### config.mk
export PLATFORM = sky130hd
export DESIGN_NAME = rect_blit_engine
export DESIGN_NICKNAME = d
export VERILOG_FILES = /design/src/rtl/blit_pkg.sv /design/src/rtl/blit_cmd_fifo.sv /design/src/rtl/blit_ctrl.sv /design/src/rtl/blit_datapath.sv /design/src/rtl/rect_blit_engine.sv
export SDC_FILE = /design/constraint.sdc
export NUM_CORES = 2
export LEC_CHECK = 0
export CAP_MARGIN = 20
export CORE_MARGIN = 2
export CORE_UTILIZATION = 42
export DETAILED_ROUTE_END_ITERATION = 16
export DONT_BUFFER_PORTS = 1
export RECOVER_POWER = 50
export SYNTH_ARGS = -nofsm -noshare
export SYNTH_HDL_FRONTEND = slang
export SYNTH_HIERARCHICAL = 1
export SYNTH_SLANG_ARGS = --single-unit
### constraint.sdc
create_clock -name clk -period 12.2 [get_ports clk]
set_input_delay 0.61 -clock clk [delete_from_list [all_inputs] [get_ports clk]]
set_output_delay 0.61 -clock clk [all_outputs]
set_load 0.02 [all_outputs]
### src/rtl/blit_pkg.sv
package blit_pkg;
  localparam logic [31:0] FILL_OP    = 32'h0941_0000;
  localparam logic [7:0]  COPY_TAG   = 8'h0D;
  localparam logic [5:0]  COPY_CODE  = 6'b010001;   // bits 23:18 of 0x44..0x47
  localparam logic [11:0] REG_STATUS = 12'h400;
  localparam logic [11:0] REG_FREE   = 12'h408;
  localparam logic [11:0] REG_COLOUR = 12'h480;

  typedef enum logic [1:0] {ST_IDLE, ST_READ, ST_WRITE} walkState_t;

  typedef struct packed {
    logic load;       // capture packet fields
    logic loadCopy;   // packet is a copy
    logic decX;       // scan X downward
    logic decY;       // scan Y downward
    logic step;       // advance to next pixel
    logic latchRead;  // capture read data
    logic selSrc;     // address source rectangle
  } dpCtrl_t;
endpackage

### src/rtl/blit_cmd_fifo.sv
module blit_cmd_fifo #(
  parameter int DEPTH = 16,
  parameter int WORD_W = 32,
  localparam int PTR_W = $clog2(DEPTH),
  localparam int CNT_W = $clog2(DEPTH + 1)
) (
  input  logic                  clk,
  input  logic                  rstN,
  input  logic                  pushEn,
  input  logic [WORD_W-1:0]     pushData,
  input  logic [2:0]            popCount,
  output logic [CNT_W-1:0]      count,
  output logic [3:0][WORD_W-1:0] peek,
  output logic                  overflow
);
  logic [WORD_W-1:0] store [DEPTH];
  logic [PTR_W-1:0]  wrPtr, rdPtr;
  logic              full, accept;

  assign full   = (count == CNT_W'(DEPTH));
  assign accept = pushEn && !full;

  always_ff @(posedge clk) begin
    if (accept) store[wrPtr] <= pushData;
  end

  always_ff @(posedge clk) begin
    if (!rstN) begin
      wrPtr    <= '0;
      rdPtr    <= '0;
      count    <= '0;
      overflow <= 1'b0;
    end else begin
      if (accept) wrPtr <= wrPtr + PTR_W'(1);
      if (pushEn && full) overflow <= 1'b1;
      rdPtr <= rdPtr + PTR_W'(popCount);
      count <= count + CNT_W'(accept) - CNT_W'(popCount);
    end
  end

  for (genvar k = 0; k < 4; k++) begin : g_peek
    assign peek[k] = store[rdPtr + PTR_W'(k)];
  end

  assert_overflow_sticky_R7: assert property (@(posedge clk) disable iff (!rstN)
    overflow |=> overflow);
  assert_pop_within_count_R8: assert property (@(posedge clk) disable iff (!rstN)
    CNT_W'(popCount) <= count);
  assert_count_bound_R6: assert property (@(posedge clk) disable iff (!rstN)
    count <= CNT_W'(DEPTH));
endmodule

### src/rtl/blit_ctrl.sv
module blit_ctrl
  import blit_pkg::*;
#(
  parameter int FIFO_DEPTH = 16,
  localparam int CNT_W = $clog2(FIFO_DEPTH + 1)
) (
  input  logic              clk,
  input  logic              rstN,
  input  logic [CNT_W-1:0]  fifoCount,
  input  logic [3:0][31:0]  peek,
  input  logic              lastPixel,
  input  logic              copyMode,
  input  logic              memReady,
  output logic [2:0]        popCount,
  output dpCtrl_t           ctl,
  output logic              memReq,
  output logic              memWe,
  output logic              active
);
  walkState_t state, nextState;
  logic isFill, isCopy, fillEmpty, copyEmpty;

  assign isFill    = (peek[0] == FILL_OP);
  assign isCopy    = (peek[0][31:24] == COPY_TAG) && (peek[0][23:18] == COPY_CODE);
  assign fillEmpty = (peek[2][31:16] == '0) || (peek[2][15:0] == '0);
  assign copyEmpty = (peek[3][31:16] == '0) || (peek[3][15:0] == '0);
  assign active    = (state != ST_IDLE);

  always_comb begin
    nextState = state;
    popCount  = 3'd0;
    ctl       = '0;
    memReq    = 1'b0;
    memWe     = 1'b0;
    unique case (state)
      ST_IDLE: begin
        if (fifoCount != '0) begin
          if (isFill) begin
            if (fifoCount >= CNT_W'(3)) begin
              popCount = 3'd3;
              ctl.load = 1'b1;
              if (!fillEmpty) nextState = ST_WRITE;
            end
          end else if (isCopy) begin
            if (fifoCount >= CNT_W'(4)) begin
              popCount     = 3'd4;
              ctl.load     = 1'b1;
              ctl.loadCopy = 1'b1;
              ctl.decX     = peek[0][16];
              ctl.decY     = peek[0][17];
              if (!copyEmpty) nextState = ST_READ;
            end
          end else begin
            popCount = 3'd1;   // unknown head word: drop and resync
          end
        end
      end
      ST_READ: begin
        memReq     = 1'b1;
        ctl.selSrc = 1'b1;
        if (memReady) begin
          ctl.latchRead = 1'b1;
          nextState     = ST_WRITE;
        end
      end
      ST_WRITE: begin
        memReq = 1'b1;
        memWe  = 1'b1;
        if (memReady) begin
          ctl.step = 1'b1;
          if (lastPixel)     nextState = ST_IDLE;
          else if (copyMode) nextState = ST_READ;
          else               nextState = ST_WRITE;
        end
      end
      default: nextState = ST_IDLE;
    endcase
  end

  always_ff @(posedge clk) begin
    if (!rstN) state <= ST_IDLE;
    else       state <= nextState;
  end

  assert_req_held_R11: assert property (@(posedge clk) disable iff (!rstN)
    (memReq && !memReady) |=> (memReq && (memWe == $past(memWe))));
  assert_no_load_short_R8: assert property (@(posedge clk) disable iff (!rstN)
    ctl.load |-> (fifoCount >= CNT_W'(3)));
endmodule

### src/rtl/blit_datapath.sv
module blit_datapath
  import blit_pkg::*;
#(
  parameter int COORD_W = 16,
  parameter int AX_W = 10,
  parameter int AY_W = 10,
  parameter int PIX_W = 16,
  localparam int ADDR_W = AX_W + AY_W
) (
  input  logic              clk,
  input  logic              rstN,
  input  dpCtrl_t           ctl,
  input  logic [3:0][31:0]  peek,
  input  logic [PIX_W-1:0]  colour,
  input  logic [PIX_W-1:0]  memRData,
  output logic [ADDR_W-1:0] memAddr,
  output logic [PIX_W-1:0]  memWData,
  output logic              lastPixel,
  output logic              copyMode
);
  logic [COORD_W-1:0] srcX, srcY, dstX, dstY, width, height, col, row;
  logic [COORD_W-1:0] offX, offY, baseX, baseY;
  logic               decXq, decYq;
  logic [PIX_W-1:0]   colourLat, readLat;
  logic               lastCol;

  assign lastCol   = (col == width - COORD_W'(1));
  assign lastPixel = lastCol && (row == height - COORD_W'(1));

  assign offX  = decXq ? (width  - COORD_W'(1) - col) : col;
  assign offY  = decYq ? (height - COORD_W'(1) - row) : row;
  assign baseX = ctl.selSrc ? srcX : dstX;
  assign baseY = ctl.selSrc ? srcY : dstY;

  assign memAddr  = {AY_W'(baseY + offY), AX_W'(baseX + offX)};
  assign memWData = copyMode ? readLat : colourLat;

  always_ff @(posedge clk) begin
    if (!rstN) begin
      {srcX, srcY, dstX, dstY, width, height} <= '0;
      col       <= '0;
      row       <= '0;
      decXq     <= 1'b0;
      decYq     <= 1'b0;
      copyMode  <= 1'b0;
      colourLat <= '0;
      readLat   <= '0;
    end else begin
      if (ctl.load) begin
        col       <= '0;
        row       <= '0;
        copyMode  <= ctl.loadCopy;
        decXq     <= ctl.decX;
        decYq     <= ctl.decY;
        colourLat <= colour;
        if (ctl.loadCopy) begin
          srcX   <= COORD_W'(peek[1][15:0]);
          srcY   <= COORD_W'(peek[1][31:16]);
          dstX   <= COORD_W'(peek[2][15:0]);
          dstY   <= COORD_W'(peek[2][31:16]);
          width  <= COORD_W'(peek[3][15:0]);
          height <= COORD_W'(peek[3][31:16]);
        end else begin
          srcX   <= '0;
          srcY   <= '0;
          dstX   <= COORD_W'(peek[1][15:0]);
          dstY   <= COORD_W'(peek[1][31:16]);
          width  <= COORD_W'(peek[2][15:0]);
          height <= COORD_W'(peek[2][31:16]);
        end
      end else if (ctl.step) begin
        if (lastCol) begin
          col <= '0;
          row <= row + COORD_W'(1);
        end else begin
          col <= col + COORD_W'(1);
        end
      end
      if (ctl.latchRead) readLat <= memRData;
    end
  end

  assert_no_step_empty_R10: assert property (@(posedge clk) disable iff (!rstN)
    ctl.step |-> ((width != '0) && (height != '0)));
  assert_walk_in_rect_R1: assert property (@(posedge clk) disable iff (!rstN)
    ctl.step |-> ((col < width) && (row < height)));
endmodule

### src/rtl/rect_blit_engine.sv
module rect_blit_engine
  import blit_pkg::*;
#(
  parameter int FIFO_DEPTH = 16,
  parameter int COORD_W = 16,
  parameter int AX_W = 10,
  parameter int AY_W = 10,
  parameter int PIX_W = 16,
  localparam int ADDR_W = AX_W + AY_W,
  localparam int CNT_W = $clog2(FIFO_DEPTH + 1)
) (
  input  logic              clk,
  input  logic              rstN,
  input  logic              cmdWr,
  input  logic [31:0]       cmdData,
  input  logic              regWr,
  input  logic [11:0]       regAddr,
  input  logic [31:0]       regWData,
  output logic [31:0]       regRData,
  output logic              memReq,
  output logic              memWe,
  output logic [ADDR_W-1:0] memAddr,
  output logic [PIX_W-1:0]  memWData,
  input  logic [PIX_W-1:0]  memRData,
  input  logic              memReady
);
  logic [CNT_W-1:0] fifoCount;
  logic [3:0][31:0] peek;
  logic             overflow, active, lastPixel, copyMode;
  logic [2:0]       popCount;
  dpCtrl_t          ctl;
  logic [31:0]      colourReg, statusWord;

  blit_cmd_fifo #(.DEPTH(FIFO_DEPTH), .WORD_W(32)) uFifo (
    .clk(clk), .rstN(rstN), .pushEn(cmdWr), .pushData(cmdData),
    .popCount(popCount), .count(fifoCount), .peek(peek), .overflow(overflow)
  );

  blit_ctrl #(.FIFO_DEPTH(FIFO_DEPTH)) uCtrl (
    .clk(clk), .rstN(rstN), .fifoCount(fifoCount), .peek(peek),
    .lastPixel(lastPixel), .copyMode(copyMode), .memReady(memReady),
    .popCount(popCount), .ctl(ctl), .memReq(memReq), .memWe(memWe),
    .active(active)
  );

  blit_datapath #(.COORD_W(COORD_W), .AX_W(AX_W), .AY_W(AY_W), .PIX_W(PIX_W)) uDp (
    .clk(clk), .rstN(rstN), .ctl(ctl), .peek(peek),
    .colour(colourReg[PIX_W-1:0]), .memRData(memRData),
    .memAddr(memAddr), .memWData(memWData),
    .lastPixel(lastPixel), .copyMode(copyMode)
  );

  always_ff @(posedge clk) begin
    if (!rstN)                                  colourReg <= '0;
    else if (regWr && regAddr == REG_COLOUR)    colourReg <= regWData;
  end

  always_comb begin
    statusWord    = '0;
    statusWord[0] = active;
    statusWord[2] = overflow;
    statusWord[4] = (fifoCount != '0);
  end

  always_comb begin
    regRData = '0;
    case (regAddr)
      REG_STATUS: regRData = statusWord;
      REG_FREE:   regRData = 32'(FIFO_DEPTH) - 32'(fifoCount);
      REG_COLOUR: regRData = colourReg;
      default:    regRData = '0;
    endcase
  end

  assert_addr_stable_R11: assert property (@(posedge clk) disable iff (!rstN)
    (memReq && !memReady) |=> ($stable(memAddr) && $stable(memWData)));
  assert_busy_during_access_R5: assert property (@(posedge clk) disable iff (!rstN)
    memReq |-> statusWord[0]);
endmodule

==> results.py <==
metrics = {
    "clocking": {
        "cts_setup_buffers": 0,
        "hold_buffers": 0,
        "cts_resized": 0,
        "cts.sinks": 699,
        "clk_pin_slew_ns": 0.07,
        "clockRootBuffer": "clkbuf_16",
        "clock_latency_ns": 0.66,
        "htreeDepth": 3,
        "cts_tree": "yes",
        "cts_buffers": 80,
        "clk_path_buf_depth": 3,
    },
    "worst_setup_path": {
        "r2r_end": "uDp/row[11]",
        "r2r_start": "uFifo/rdPtr[2]",
        "endpoint_kind": "register",
        "startpoint_type": "register",
        "r2r_cells": 13,
        "critPathKind": "reg -> reg",
        "cp_max_fo": 92,
        "r2r_slack_ns": 5.28,
        "critical_path_required_ns": 12.70,
        "crit_arrival_ns": 7.42,
    },
    "power_and_ir_drop": {
        "swShare_pct": 39.0,
        "internal_power_uw": 5900,
        "p_clk_share_pct": 24.5,
        "power_switching_uw": 3770,
        "ir_worst_vdd_mv": 0.164,
        "combPwrFrac_pct": 47.2,
        "p_leak_uw": 0.0150,
        "p_seq_share_pct": 28.3,
        "p_per_area_nw_per_um2": 212,
    },
    "global_routing": {
        "antenna_found_initial": 3,
        "grt_pass1_wl_mm": 190,
        "overflow": 0,
        "grt_pass1_vias": 29355,
        "met2_usage_pct": 39.8,
        "grt_max_degree": 160,
        "grtUsageTotal_pct": 24.6,
        "use_met3_pct": 6.81,
        "top_usage_layer": "met2",
        "grt_util_met1_pct": 31.2,
    },
    "layout": {
        "diodes": 0,
        "nets": 3246,
        "finish.utilization_pct": 45.8,
        "syn_to_final_growth_pct": 8.44,
        "drive_above_1_share_pct": 20.5,
    },
    "min_path": {
        "hold_end": "uFifo/store[9][22]",
        "whs_path_depth": 0,
        "hold_class": "in -> reg",
        "min_from": "cmdData[22]",
    },
    "floorplan": {
        "dieArea_sq_um": 103000,
        "die_x_um": 321,
        "die_h_um": 321,
        "design.portCount": 167,
        "row_count": 116,
        "core_area_sq_um": 99700,
        "initial_utilization_pct": 42.2,
    },
    "sta": {
        "rsz0062_at_grt": "no",
        "worst_slew_pin_slew_ns": 3.53,
        "period_minus_slack_ns": 6.92,
        "final.period_utilization_pct": 56.7,
        "slew_headroom_pct": -135,
        "clock_skew_ns": 0.0312,
        "max_freq_ghz": 0.144,
        "setup-tns-final_ns": 0,
        "setup_viol": 0,
        "finalMaxSlewViolations": 297,
        "finalHoldViolCount": 0,
    },
    "status": {
        "status": "finished with violations",
        "violations": "capacitance limit, slew limit",
    },
    "synth": {
        "syn_area_sq_um": 42100,
        "yosys_warnings": 6,
        "syn_inst": 3218,
        "syn_area_per_cell_sq_um": 13.1,
        "synthesis.nets": 3385,
    },
    "routing": {
        "vias": 29349,
        "viasPerCell": 6.61,
        "drc": 0,
        "first_pass_iters": 8,
        "ant_nets": 0,
        "drtIter0Drc": 3309,
        "wl_mm": 128,
        "wl_per_cell_um": 28.9,
    },
    "place": {
        "routabilityCongestion": 0.886,
        "port-buffer-count": 0,
        "hpwl_mm": 80.6,
    },
    "job": {
        "drv_cap": 9,
    },
}
-- critical path, stage by stage, from the launching register on --
cell	delay, ns
dfxtp_4	0.89
buf_12	0.63
mux4_2	0.58
and2_1	0.17
a211oi_1	0.25
a31oi_1	0.08
nor4b_2	0.64
nand3_1	0.57
nor4_2	0.46
and2b_1	0.26
or2_4	0.51
buf_4	0.74
nand2b_1	0.69
a21oi_1	0.10
-- power groups by stage --
stage / sequential [uW] / clock (uW) / combinational [uW]
detailed placement: 2780 / 0 / 4460
CTS: 2730 / 2410 / 4470
global route: 2750 / 2520 / 4780
floorplan: 2700 / 0 / 3240
global placement: 2770 / 0 / 4430
finish: 2730 / 2370 / 4570
-- placed cells by master (no fill, tap or decap), types with 12 or more instances in the layout --
| master | n |
|---|---|
| a211oi_1 | 67 |
| a21o_1 | 14 |
| a21oi_1 | 57 |
| a22o_1 | 20 |
| a31oi_1 | 64 |
| and2_1 | 70 |
| buf_4 | 39 |
| clkbuf_1 | 26 |
| clkbuf_16 | 85 |
| clkinv_1 | 12 |
| clkinv_2 | 15 |
| dfxtp_1 | 183 |
| edfxtp_1 | 512 |
| ha_1 | 62 |
| inv_1 | 91 |
| mux2_2 | 60 |
| mux2i_1 | 356 |
| mux4_2 | 368 |
| nand2_1 | 345 |
| nand2b_1 | 12 |
| nand3_1 | 45 |
| nand4_1 | 23 |
| nor2_1 | 51 |
| nor2_4 | 12 |
| nor2b_1 | 44 |
| nor3_1 | 23 |
| nor4_1 | 24 |
| o211a_1 | 53 |
| o21ai_0 | 34 |
| o22ai_1 | 87 |
| o31ai_1 | 18 |
| or3_1 | 13 |
| or4_1 | 30 |
| xnor2_1 | 46 |
| xor2_1 | 33 |
-- flip-flops by register name, indices dropped and copies added (netlist names), 2 cells and up --
register	count
colourReg	32
uCtrl/state	2
uDp/col	16
uDp/colourLat	16
uDp/dstX	10
uDp/dstY	10
uDp/height	16
uDp/readLat	16
uDp/row	16
uDp/srcX	10
uDp/srcY	10
uDp/width	16
uFifo/count	5
uFifo/rdPtr	4
uFifo/store	512
uFifo/wrPtr	4
-- layer usage --
layer,routed length (um),up-vias
li1,-,12434
met1,49300,14909
met2,60500,1691
met3,13700,311
met4,4970,4
met5,27,-
-- area by class of cell --
type                            instances  area, sq um
Multi-Input combinational cell       2153        21500
Tap cell                             1298         1620
Clock buffer                          107         2250
Inverter                               93          349
Timing Repair Buffer                   52          430
Sequential cell                       699        19100
Clock inverter                         41          332
Fill cell                            8604        54100
-- worst max-delay path by stage --
stage | startpoint | end | cells after the start
5_1_grt | uFifo/rdPtr[2] | uDp/row[6] | 13
3_5_place_dp | uFifo/rdPtr[2] | uDp/row[11] | 13
3_3_place_gp | uFifo/rdPtr[2] | uFifo/count[4] | 17
2_1_floorplan | uFifo/rdPtr[1] | uFifo/count[4] | 22
4_1_cts | uFifo/rdPtr[2] | uDp/row[15] | 13
6_report | uFifo/rdPtr[2] | uDp/row[11] | 13
-- metrics by stage --
stage / hold WS, ns / total power (uW) / cells / instance area [sq um] / setup WS, ns
floorplan: 0.435 / 5940 / 3218 / 42100 / 7.76
finish: 0.0502 / 9670 / 4443 / 45600 / 5.28
global placement: 0.445 / 7200 / 4294 / 43100 / 5.43
CTS: 0.0108 / 9620 / 4442 / 45600 / 5.31
global route: 0.0288 / 10000 / 4443 / 45600 / 4.89
detailed placement: 0.453 / 7240 / 4294 / 43100 / 5.31
Note: power is estimated with default switching activity, not from simulation.
